## src/rtl/arcd_pkg.sv

```systemverilog
`timescale 1ns/1ps
package arcd_pkg;
   localparam int NUM_RATIOS = 4;

   typedef enum logic [1:0] {
      RATIO_256 = 2'd0,
      RATIO_384 = 2'd1,
      RATIO_512 = 2'd2,
      RATIO_768 = 2'd3
   } ratio_e;

   function automatic int unsigned ratio_mclks(input logic [1:0] code);
      case (code)
         2'd0:    return 256;
         2'd1:    return 384;
         2'd2:    return 512;
         default: return 768;
      endcase
   endfunction
endpackage

```

## src/rtl/lrck_sync_edge.sv

```systemverilog
`timescale 1ns/1ps
module lrck_sync_edge #(
   parameter int STAGES = 2
) (
   input  logic clk,
   input  logic rst_n,
   input  logic async_in,
   output logic rise
);
   logic [STAGES-1:0] pipe;
   logic              last;

   initial begin
      if (STAGES < 1) $error("lrck_sync_edge: STAGES must be at least 1");
   end

   generate
      if (STAGES == 1) begin : g_single
         always_ff @(posedge clk or negedge rst_n) begin
            if (!rst_n) pipe <= '0;
            else        pipe <= async_in;
         end
      end else begin : g_chain
         always_ff @(posedge clk or negedge rst_n) begin
            if (!rst_n) pipe <= '0;
            else        pipe <= {pipe[STAGES-2:0], async_in};
         end
      end
   endgenerate

   always_ff @(posedge clk or negedge rst_n) begin
      if (!rst_n) last <= 1'b0;
      else        last <= pipe[STAGES-1];
   end

   assign rise = pipe[STAGES-1] & ~last;

   // a detected edge never repeats on the next cycle
   p_rise_single_r2: assert property (@(posedge clk) disable iff (!rst_n)
      rise |=> !rise);
endmodule

```

## src/rtl/lrck_period_meter.sv

```systemverilog
`timescale 1ns/1ps
module lrck_period_meter #(
   parameter int CNT_W = 10
) (
   input  logic             clk,
   input  logic             rst_n,
   input  logic             rise,
   output logic [CNT_W-1:0] len,
   output logic             len_stb
);
   localparam logic [CNT_W-1:0] CNT_MAX = {CNT_W{1'b1}};

   logic [CNT_W-1:0] cnt;
   logic             armed;

   initial begin
      if (CNT_W < 2) $error("lrck_period_meter: CNT_W too small");
   end

   always_ff @(posedge clk or negedge rst_n) begin
      if (!rst_n) begin
         cnt     <= '0;
         armed   <= 1'b0;
         len     <= '0;
         len_stb <= 1'b0;
      end else begin
         len_stb <= 1'b0;
         if (rise) begin
            cnt   <= CNT_W'(1);
            armed <= 1'b1;
            if (armed) begin
               len     <= cnt;
               len_stb <= 1'b1;
            end
         end else if (cnt != CNT_MAX) begin
            cnt <= cnt + 1'b1;
         end
      end
   end

   // counter sticks at its ceiling until the next edge
   p_cnt_sat_r9: assert property (@(posedge clk) disable iff (!rst_n)
      (cnt == CNT_MAX && !rise) |=> cnt == CNT_MAX);
   // a completed measurement is never zero clocks long
   p_len_nonzero_r2: assert property (@(posedge clk) disable iff (!rst_n)
      len_stb |-> len != '0);
endmodule

```

## src/rtl/ratio_match_lock.sv

```systemverilog
`timescale 1ns/1ps
module ratio_match_lock
   import arcd_pkg::*;
#(
   parameter int          CNT_W = 10,
   parameter int unsigned TOL   = 32
) (
   input  logic             clk,
   input  logic             rst_n,
   input  logic [CNT_W-1:0] len,
   input  logic             len_stb,
   output logic [1:0]       code,
   output logic             locked
);
   logic [NUM_RATIOS-1:0] hit;
   logic [1:0]            hit_code;
   logic                  hit_any;
   logic [31:0]           len_w;
   logic [1:0]            cand_code;
   logic                  cand_ok;

   initial begin
      if (TOL >= 64) $error("ratio_match_lock: windows would overlap");
      if ((1 << CNT_W) - 1 < 768 + TOL) $error("ratio_match_lock: CNT_W too narrow");
   end

   assign len_w = 32'(len);

   generate
      for (genvar g = 0; g < NUM_RATIOS; g++) begin : g_win
         localparam int unsigned CENTER = ratio_mclks(2'(g));
         assign hit[g] = (len_w >= CENTER - TOL) && (len_w <= CENTER + TOL);
      end
   endgenerate

   always_comb begin
      hit_code = 2'd0;
      for (int i = 0; i < NUM_RATIOS; i++) begin
         if (hit[i]) hit_code = 2'(i);
      end
   end

   assign hit_any = |hit;

   always_ff @(posedge clk or negedge rst_n) begin
      if (!rst_n) begin
         code      <= 2'd0;
         locked    <= 1'b0;
         cand_code <= 2'd0;
         cand_ok   <= 1'b0;
      end else if (len_stb) begin
         if (hit_any) begin
            if (cand_ok && cand_code == hit_code) begin
               code   <= hit_code;
               locked <= 1'b1;
            end
            cand_code <= hit_code;
            cand_ok   <= 1'b1;
         end else begin
            cand_ok <= 1'b0;
            locked  <= 1'b0;
         end
      end
   end

   // windows are disjoint
   p_windows_r3: assert property (@(posedge clk) disable iff (!rst_n)
      $onehot0(hit));
   // lock is only gained on a completed measurement
   p_lock_r4: assert property (@(posedge clk) disable iff (!rst_n)
      $rose(locked) |-> $past(len_stb));
   // committed code only moves with a measurement
   p_code_r4: assert property (@(posedge clk) disable iff (!rst_n)
      !len_stb |=> $stable(code));
endmodule

```

## src/rtl/sample_freeze.sv

```systemverilog
`timescale 1ns/1ps
module sample_freeze #(
   parameter int W = 24
) (
   input  logic         clk,
   input  logic         rst_n,
   input  logic         en,
   input  logic         stb,
   input  logic [W-1:0] din,
   output logic [W-1:0] dout
);
   initial begin
      if (W < 1) $error("sample_freeze: W must be positive");
   end

   always_ff @(posedge clk or negedge rst_n) begin
      if (!rst_n)          dout <= '0;
      else if (en && stb)  dout <= din;
   end

   // output frozen whenever no qualified capture happens
   p_hold_r6: assert property (@(posedge clk) disable iff (!rst_n)
      !(en && stb) |=> $stable(dout));
endmodule

```

## src/rtl/audio_ratio_detect.sv

```systemverilog
`timescale 1ns/1ps
module audio_ratio_detect
   import arcd_pkg::*;
#(
   parameter int          SMP_W       = 24,
   parameter int          CNT_W       = 10,
   parameter int unsigned TOL         = 32,
   parameter int          SYNC_STAGES = 2,
   parameter int          DIV_W       = 4
) (
   input  logic             mclk,
   input  logic             rst_n,
   input  logic             frame_clk,
   input  logic             master_en,
   input  logic [1:0]       ratio_sel,
   input  logic             half_osr,
   input  logic [SMP_W-1:0] smp_in,
   input  logic             smp_stb,
   output logic [1:0]       ratio_code,
   output logic             ratio_valid,
   output logic [SMP_W-1:0] smp_out,
   output logic [DIV_W-1:0] osr_div
);
   localparam int OSR_SHIFT = 7;

   logic             fr_rise;
   logic [CNT_W-1:0] per_len;
   logic             per_stb;
   logic [1:0]       det_code;
   logic             det_locked;
   logic             rate_ok;
   logic [DIV_W-1:0] base_div;

   initial begin
      if (DIV_W < 4) $error("audio_ratio_detect: DIV_W must hold 12");
   end

   lrck_sync_edge #(.STAGES(SYNC_STAGES)) u_sync (
      .clk(mclk), .rst_n(rst_n), .async_in(frame_clk), .rise(fr_rise));

   lrck_period_meter #(.CNT_W(CNT_W)) u_meter (
      .clk(mclk), .rst_n(rst_n), .rise(fr_rise), .len(per_len), .len_stb(per_stb));

   ratio_match_lock #(.CNT_W(CNT_W), .TOL(TOL)) u_lock (
      .clk(mclk), .rst_n(rst_n), .len(per_len), .len_stb(per_stb),
      .code(det_code), .locked(det_locked));

   assign ratio_code  = master_en ? ratio_sel : det_code;
   assign rate_ok     = !(half_osr && ratio_code[1]);
   assign ratio_valid = (master_en | det_locked) & rate_ok;

   assign base_div = DIV_W'(ratio_mclks(ratio_code) >> OSR_SHIFT);
   assign osr_div  = half_osr ? (base_div << 1) : base_div;

   sample_freeze #(.W(SMP_W)) u_hold (
      .clk(mclk), .rst_n(rst_n), .en(ratio_valid), .stb(smp_stb),
      .din(smp_in), .dout(smp_out));

   // divider always in the legal range
   p_div_r8: assert property (@(posedge mclk) disable iff (!rst_n)
      osr_div >= DIV_W'(2) && osr_div <= DIV_W'(12));
   // no high ratio is trusted at 64fs
   p_hires_r10: assert property (@(posedge mclk) disable iff (!rst_n)
      (ratio_valid && half_osr) |-> !ratio_code[1]);
endmodule

```

## config.mk

```make
export PLATFORM = sky130hd
export DESIGN_NAME = audio_ratio_detect
export DESIGN_NICKNAME = d
export VERILOG_FILES = /design/src/rtl/arcd_pkg.sv /design/src/rtl/lrck_sync_edge.sv /design/src/rtl/lrck_period_meter.sv /design/src/rtl/ratio_match_lock.sv /design/src/rtl/sample_freeze.sv /design/src/rtl/audio_ratio_detect.sv
export SDC_FILE = /design/constraint.sdc
export NUM_CORES = 1
export LEC_CHECK = 0
export BUFFER_PORTS_ARGS = -buffer_cell sky130_fd_sc_hd__buf_2
export CORE_ASPECT_RATIO = 0.9
export CORE_MARGIN = 2
export CORE_UTILIZATION = 58
export DETAILED_ROUTE_END_ITERATION = 8
export PLACE_DENSITY = 0.87
export REMOVE_ABC_BUFFERS = 1
export SLEW_MARGIN = 30
export SYNTH_ARGS = -nofsm -noshare
export SYNTH_HDL_FRONTEND = slang
export SYNTH_HIERARCHICAL = 1
export SYNTH_SLANG_ARGS = --single-unit
```

## constraint.sdc

```tcl
create_clock -name mclk -period 3.2 [get_ports mclk]
set_input_delay 0.32 -clock mclk [delete_from_list [all_inputs] [get_ports mclk]]
set_output_delay 0.32 -clock mclk [all_outputs]
set_load 0.01 [all_outputs]
```

==> results.toml, run 1 <==
[synthesis]
synth_top_area_share_pct = 50.8
avgSynthCellArea_um2 = 13.4
synth_cell_types = 58
syn-instance-count = 202
yosysWarningCount = 6
ys_async_sr_fraction_pct = 100
synth_area_leader_cell = "dfrtp_1"
synth_area_leaders = "dfrtp_1 (51%), mux2_4 (12%), mux2_2 (6.7%), buf_6 (1.7%), a21oi_1 (1.3%)"
synth-main-ff-cell = "dfrtp_1"
syn_area_um2 = 2710
synth-edff-count = 0
synth_seq_area_share_pct = 50.8
ys_seq_elements = 55

[layout]
stdcell_count = 329
n_antenna_cell = 0
final-seq-area_um2 = 1380
fillCellCount = 310
drive_gt1_share_pct = 46.8
area_growth_pct = 15.9
layout.nets = 299
multi_input_area_um2 = 1250

[clock_network]
cts_sinks = 55
cts_resized = 0
cts_root_buffer = "clkbuf_8"
clk_pin_slew_worst_paths_ns = 0.09
cts_buffer_depth = 2
ctsHtreeMaxLevel = 2
clock_latency_ns = 0.30
cts_tree = "yes"
cts_setup_buffers = 0
cts_hold_buffers = 1
cts_buffers = 5

[drt]
drt_iter0_markers = 90
antenna_left = 0
wl_um = 5030
first_pass_iters = 4
vias = 1761
viasPerCell = 5.35
wl_per_cell_um = 15.3
drc = 0

[grt]
grt_pass1_wl_um = 7850
gr-usage-all-layers_pct = 19.3
antenna_found_initial = 0
overflow = 0
grt_max_degree = 25
grt_pass1_vias = 1716

[pwr]
p_leak_uw = 0.00153
power.density_nw_per_um2 = 498
ir_drop_mv = 0.316

[run_status]
outcome = "finished, final reports clean"

[place]
place_congestion = 0.836
pre_cts_ws_ns = 1.05
place_hpwl_um = 3770
placed_cells = 320
portBuffers = 62

[timing]
period_minus_slack_ns = 2.04
post-route-period-util_pct = 63.9
setup_tns_ns = 0
fin_ws_ns = 1.16
max_freq_mhz = 489
worst_pin_slew_ns = 0.773
relSlewSlack_pct = 48.3
hold_viol = 0
drv_slew = 0
rsz0062_at_grt = "false"
skew_ns = 0.00617
setup_viol = 0

[die]
coreArea_um2 = 4460
rows = 23
design.die.area_um2 = 5230
start_util_pct = 60.7
io_pins = 63
die_w_um = 76.0
die_h_um = 68.8

[worst_setup_path]
r2r_slack_ns = 1.16
rr_startpoint = "u_lock/code[1]"
crit_fanout = 24
cp_data_arrival_time_ns = 2.24
crit_required_ns = 3.39
rr_worst_depth = 5
worstSetupPathType = "reg2reg"
reg2reg_to = "u_hold/dout[4]"
crit_end = "u_hold/dout[4]"
crit_path_start_kind = "flop"
crit_path_start = "u_lock/code[1]"
critPathCaptureType = "flop"

[run]
maxCapViolations = 0

[worst_hold_path]
hold_class = "in2reg"
==> cell type report <==
type,instances,area share [%]
Inverter,4,0.479
Tap cell,62,2.47
Clock inverter,2,0.399
Multi-Input combinational cell,135,39.8
Sequential cell,55,43.9
Timing Repair Buffer,65,10.7
Clock buffer,6,2.31
==> logic make-up (layout without fill, tap and decap cells) <==
logic type / count (synthesis) / in the layout / synth area share (%)
flip-flops: 55 / 55 / 50.8
AND/OR/NAND/NOR: 53 / 53 / 13.2
multiplexers: 41 / 41 / 19.8
AO/OA/AOI/OAI: 34 / 34 / 10.6
buffers and inverters: 12 / 77 / 3.10
XOR/XNOR: 4 / 4 / 1.29
adder cells (fa/ha/maj): 3 / 3 / 1.20
==> synth_stat cells (3+ instances only) <==
master / number
dfrtp_1: 55
nand4_1: 3
mux2_2: 16
buf_6: 4
a31oi_1: 5
nand2b_1: 5
mux2_4: 21
a21oi_1: 7
o21ai_0: 3
mux2i_1: 3
nor3_1: 4
and3_1: 3
nand2_1: 7
inv_1: 4
nor2_1: 7
==> layer usage <==
metal	vias up	global-route usage (%)	wire length, um
met1	845	24.4	2210
met3	9	3.91	182
met2	40	33.8	2560
met4	0	7.50	78
li1	867	-	-
met5	-	0	0
==> critical path, cell delays in order (launching register included) <==
cell and delay (ns):
dfrtp_1 0.43, mux2_4 0.30, and2_4 0.16, nor2_2 0.12, nand2_2 0.44, mux2_4 0.48
==> flip-flops by register name (all words and copies together) (netlist names), 2 cells and up <==
| name | count |
|---|---|
| u_meter/len | 10 |
| u_meter/cnt | 10 |
| u_lock/cand_code | 2 |
| u_hold/dout | 24 |
| u_sync/pipe | 2 |
| u_lock/code | 2 |
==> placed cells by master, fill, tap and decap left out, drive strengths merged, types with 4 or more instances in the layout <==
master,instances
nand2b,5
nor2,8
mux2,38
a21oi,8
inv,4
a31oi,5
dfrtp,55
buf,64
clkbuf,6
nor3,5
nand2,8
and3,4
==> how the worst min path moves through the flow <==
stage	from	end	slack, ns	cells past startpoint
final	frame_clk	u_sync/pipe[0]	0.12	1
after global routing	frame_clk	u_sync/pipe[0]	0.1	1
after CTS	frame_clk	u_sync/pipe[0]	0.11	1
after detailed placement	rst_n	u_meter/cnt[8]	0.29	1
after global placement	rst_n	u_meter/cnt[8]	0.29	1
after floorplan	rst_n	u_hold/dout[0]	0.02	0
==> metrics by stage <==
step                area (um^2)  hold slack [ns]  total power (uW)  util [%]
floorplan                  2640           0.0244              1070         -
global placement           3040            0.287              1190      68.2
detailed placement         3040            0.290              1210      68.2
CTS                        3140            0.110              1570      70.3
global route               3140           0.0955              1640      70.3
finish                     3140            0.120              1560      70.3
==> power breakdown <==
group | internal [uW] | leakage, uW | switching (uW) | total [uW]
sequential | 794 | 0.000689 | 82.1 | 876
combinational | 174 | 0.000798 | 146 | 320
clock | 153 | 0.0000412 | 212 | 366
(Power assumes the default switching activity.)
==> inputs of run 2 (changes only) <==
Settings changed: ABC_AREA set to 1, CORE_UTILIZATION 58 to 53, PLACE_DENSITY 0.87 to 0.81.
Clock period 3.2 ns to 1.9 ns, I/O delays scaled along.
==> results.toml, run 2 <==
[run_status]
outcome = "finished, final reports clean"

[die]
coreArea_um2 = 4860
rows = 24
design.die.area_um2 = 5670
die_h_um = 71.7
start_util_pct = 55.4
io_pins = 63
die_w_um = 79.2

[clock_network]
ctsHtreeMaxLevel = 2
cts_root_buffer = "clkbuf_8"
cts_sinks = 55
cts_setup_buffers = 0
clk_pin_slew_worst_paths_ns = 0.10
cts_buffers = 5
cts_tree = "yes"
cts_buffer_depth = 2
clock_latency_ns = 0.31

[grt]
grt_max_degree = 46
grt_pass1_vias = 2200
antenna_found_initial = 0
gr-usage-all-layers_pct = 20.5
overflow = 0
grt_pass1_wl_um = 9180

[worst_setup_path]
r2r_slack_ns = 0.31
reg2reg_to = "u_lock/code[1]"
crit_path_start_kind = "flop"
rr_worst_depth = 12
rr_startpoint = "u_meter/len[6]"
crit_fanout = 9
worstSetupPathType = "reg2out"
critPathCaptureType = "primary output"
crit_required_ns = 1.71
crit_path_start = "u_lock/code[1]"
cp_data_arrival_time_ns = 1.49

[synthesis]
ys_async_sr_fraction_pct = 100
syn_area_um2 = 2700
synth_area_leaders = "dfrtp_1 (51%), nand2_1 (16%), nand3_1 (8.5%), inv_1 (3.9%), nand2_2 (2.8%)"
yosysMostFrequentCell = "nand2_1"
syn-instance-count = 324
synth_seq_area_share_pct = 51.1
synthMuxAreaShare_pct = 0
yosysWarningCount = 6
synth_xor_area_share_pct = 0
yosys-top-cells-count = "nand2_1 (116), dfrtp_1 (55), nand3_1 (46), inv_1 (28), nor2_1 (14)"
synth-edff-count = 0
synth_compound_area_share_pct = 4.22
synthSimpleGateAreaFrac_pct = 36.4
avgSynthCellArea_um2 = 8.32
synth-main-ff-cell = "dfrtp_1"
synth_top_family_by_area = "simple AND/OR/NAND/NOR gates"
ys_seq_elements = 55
synth_area_leader_cell = "dfrtp_1"
synth_cell_types = 27
synth_top_area_share_pct = 51.1
synth-adder-area-share_pct = 0.464

[layout]
largestRegisters = "u_hold/dout (24), u_meter/cnt (10), u_meter/len (10)"
final_cell_mix = "nand2_1 (116), buf_2 (62), dfrtp_1 (55)"
n_antenna_cell = 0
fillCellCount = 417
layout.nets = 419
area_growth_pct = 17.0
drive_gt1_share_pct = 27.1
multi_input_area_um2 = 1110
regMostFlops = "u_hold/dout"
layout.cells.most_common = "nand2_1"
final-seq-area_um2 = 1380
largest_reg_flops = 24

[run]
maxCapViolations = 0

[timing]
worst_pin_slew_ns = 0.457
post-route-period-util_pct = 88.6
rsz0062_at_grt = "false"
skew_ns = 0.0131
period_minus_slack_ns = 1.68
setup_viol = 0
hold_viol = 0
drv_slew = 0
setup_tns_ns = 0
max_freq_mhz = 594
relSlewSlack_pct = 69.5

[drt]
drt_iter0_markers = 110
wl_per_cell_um = 12.3
vias = 2272
viasPerCell = 5.03
drc = 0
first_pass_iters = 4
antenna_left = 0
wl_um = 5540

[pwr]
power.density_nw_per_um2 = 856
ir_drop_mv = 0.553
p_leak_uw = 0.00173
finalPower_uw = 2700

[worst_hold_path]
worstHoldPathCells = 3
holdCritStartpoint = "smp_in[3]"
hold_end = "u_hold/dout[3]"
hold_class = "in2reg"

[place]
place_hpwl_um = 4020
place_congestion = 0.835
portBuffers = 62
## run 2: metal layers
metal  routed length [um]  share of wire, %  vias up  GRT usage (%)
met1                 2400                43     1069           24.7
met5                    0                 0        -              0
met2                 2850                51       49           35.9
li1                     -                 -     1143              -
met3                  196               3.5       11           3.40
met4                   93               1.7        0           9.96
## run 2: worst max-delay path by stage
stage | cells past startpoint | end | slack (ns)
floorplan | 8 | u_hold/dout[0] | 0.1
global placement | 8 | u_hold/dout[8] | 0.39
detailed placement | 10 | u_lock/code[1] | 0.35
CTS | 6 | ratio_valid | 0.21
global route | 6 | ratio_valid | 0.09
finish | 6 | ratio_valid | 0.22
## run 2: per-stage QoR
| step | hold slack [ns] | instances | instance area [um^2] | setup WS (ns) | utilization (%) |
|---|---|---|---|---|---|
| finish | 0.100 | 452 | 3150 | 0.216 | 64.8 |
| global route | 0.0959 | 452 | 3150 | 0.0941 | 64.8 |
| CTS | 0.0960 | 452 | 3150 | 0.206 | 64.8 |
| detailed placement | 0.0748 | 442 | 3020 | 0.354 | 62.1 |
| global placement | 0.0718 | 442 | 3020 | 0.386 | 62.1 |
| floorplan | -0.106 | 313 | 2600 | 0.0966 | - |
## run 2: area by class of cell
class	count	share of cell area (%)
Sequential cell	55	43.6
Clock inverter	3	1.47
Clock buffer	5	2.18
Timing Repair Buffer	66	11.3
Inverter	31	3.69
Tap cell	65	2.58
Multi-Input combinational cell	227	35.1
## run 2: what timing repair did
| item | in CTS | in global routing |
|---|---|---|
| hold endpoints to repair | 11 | 0 |
| gates resized for setup | 0 | 0 |
| hold buffers | 2 | 0 |
## run 2: power by group
group          internal, uW  switching, uW
Clock                   398            400
Sequential             1320           94.0
Combinational           191            301
## run 2: logic make-up after synthesis
kind of cell,Yosys count
AOI/OAI and AO/OA,21
DFF,55
adders and majority gates,1
buffers and inverters,42
and+or+nand+nor,205
## run 2: worst max-delay path, cell delays in order, from the launching register on
cell	delay, ns
dfrtp_1	0.40
nand2_2	0.09
nand2_2	0.07
nand2_2	0.07
inv_2	0.04
nor2_2	0.31
buf_2	0.21
==> inputs of run 3 (changes only) <==
Settings changed: CORE_UTILIZATION 53 to 50, PLACE_DENSITY 0.81 to 0.77, REMOVE_ABC_BUFFERS 1 to not set, SETUP_SLACK_MARGIN set to 0.4.
==> results.toml, run 3 (same netlist as run 2, synthesis figures left out) <==
[run_status]
outcome = "finished, final reports clean"

[place]
place_congestion = 0.849
postPlaceCellArea_um2 = 3020
portBuffers = 62
placed_cells = 446
place_hpwl_um = 4100

[grt]
grt_pass1_wl_um = 9110
grt_pass1_vias = 2122
gr-usage-all-layers_pct = 20.0
overflow = 0
grt_max_degree = 28
antenna_found_initial = 0

[pwr]
ir_drop_mv = 0.489
p_leak_uw = 0.00183
finalPower_uw = 2680
power.density_nw_per_um2 = 794

[clock_network]
clk_pin_slew_worst_paths_ns = 0.09
cts_root_buffer = "clkbuf_8"
ctsHtreeMaxLevel = 2
cts_buffers = 5
cts_tree = "yes"
clock_latency_ns = 0.31
cts_buffer_depth = 2
cts_sinks = 55

[layout]
fillCellCount = 418
stdcell_count = 467
largest_reg_flops = 24
area_growth_pct = 25.3
regMostFlops = "u_hold/dout"
largestRegisters = "u_hold/dout (24), u_meter/cnt (10), u_meter/len (10)"
drive_gt1_share_pct = 34.8
n_antenna_cell = 0
layout.cells.most_common = "nand2_1"
final_cell_mix = "nand2_1 (109), buf_2 (61), dfrtp_1 (51)"
layout.nets = 433
design_area_um2 = 3380

[timing]
relSlewSlack_pct = 59.4
rsz0062_at_grt = "true"
post-route-period-util_pct = 81.0
skew_ns = 0.00882
whs_ns = 0.101
max_freq_mhz = 650
worst_pin_slew_ns = 0.608
setup_viol = 0
drv_slew = 0
hold_viol = 0
period_minus_slack_ns = 1.54
setup_tns_ns = 0

[drt]
wl_um = 6040
vias = 2334
drc = 0
first_pass_iters = 4
wl_per_cell_um = 12.9
viasPerCell = 5.00
drt_iter0_markers = 100
antenna_left = 0

[die]
design.die.area_um2 = 5990
die_w_um = 81.4
coreArea_um2 = 5220
io_pins = 63
die_h_um = 73.7
rows = 25
start_util_pct = 51.6

[worst_setup_path]
critPathCaptureType = "flop"
crit_required_ns = 2.10
rr_worst_depth = 9
worstSetupPathType = "reg2reg"
crit_fanout = 7
cp_slowest_cell = "dfrtp_2"
crit_top_cell = "nand2_2"
crit_chain = "nand2_2 -> nor2_2 -> nand2_2 -> nand2_2 -> nand3_4 -> nand4_4 -> and2_4 -> buf_4 -> a21o_1"
rr_startpoint = "u_meter/len[5]"
reg2reg_to = "u_lock/cand_ok"
crit_path_start_kind = "flop"
slowest_delay_ns = 0.46
r2r_slack_ns = 0.36
cp_data_arrival_time_ns = 1.74

[worst_hold_path]
worstHoldPathCells = 3
hold_class = "in2reg"
holdCritStartpoint = "smp_in[22]"
hold_end = "u_hold/dout[22]"

[synthesis]
syn-num-nets = 357

[run]
maxCapViolations = 0
==> run 3: changes by cell type in the layout (fill, tap and decap cells not counted), sizes merged <==
cell | previous run | this run
clkinvlp | 1 | 0
inv | 32 | 31
nand2 | 130 | 131
clkbuf | 5 | 6
buf | 64 | 77
==> run 3: how the worst max path moves through the flow <==
stage                     depth (start not counted)           start             end
after CTS                                        12  u_meter/len[6]   u_lock/locked
final                                             9  u_meter/len[5]  u_lock/cand_ok
after floorplan                                  12  u_meter/len[6]  u_lock/code[1]
after global placement                           12  u_meter/len[6]  u_lock/code[1]
after global routing                             12  u_meter/len[6]  u_lock/code[1]
after detailed placement                         12  u_meter/len[6]  u_lock/code[0]
==> run 3: report_power, final <==
part	total, uW	switching, uW	internal, uW
Sequential	1420	102	1320
Clock	746	359	387
Combinational	517	309	208
Total	2680	769	1910
==> run 3: repair_timing <==
action	4_1_cts	5_1_grt
setup endpoints to repair	4	31
gates resized for setup	12	26
endpoints found under the hold margin	26	0
hold buffers	2	0
buffers inserted	5	6
pin swaps	5	5
gates cloned	0	1
==> run 3: per-layer routing <==
| metal | vias up | wire [um] | track usage [%] |
|---|---|---|---|
| met3 | 16 | 199 | 4.30 |
| met2 | 53 | 3180 | 34.3 |
| li1 | 1167 | - | - |
| met4 | 0 | 165 | 10.7 |
| met1 | 1098 | 2490 | 23.4 |
| met5 | - | 0 | 0 |
==> run 3: per-stage QoR <==
stage | util [%] | setup WS, ns
after global routing | 64.6 | 0.214
final | 64.6 | 0.362
after CTS | 61.6 | 0.399
after detailed placement | 57.9 | 0.368
after global placement | 57.9 | 0.426
after floorplan | - | 0.472
==> run 3: final cells by class <==
cell class,instances,area (um^2),share of cell area [%]
flip-flops and latches,55,1380,40.9
multi-input cells,228,1220,36.1
repair buffers,79,473,14.0
inverters,31,116,3.45
well taps,67,83.8,2.48
clock buffers,6,72.6,2.15
clock inverters,1,30.0,0.890
==> run 3: worst max-delay path: cells and delay by family, from the launching register on <==
family	cells	cell delay (ns)
AOI/OAI and AO/OA	1	0.15
buffers and inverters	1	0.13
DFF	1	0.46
and+or+nand+nor	7	0.69
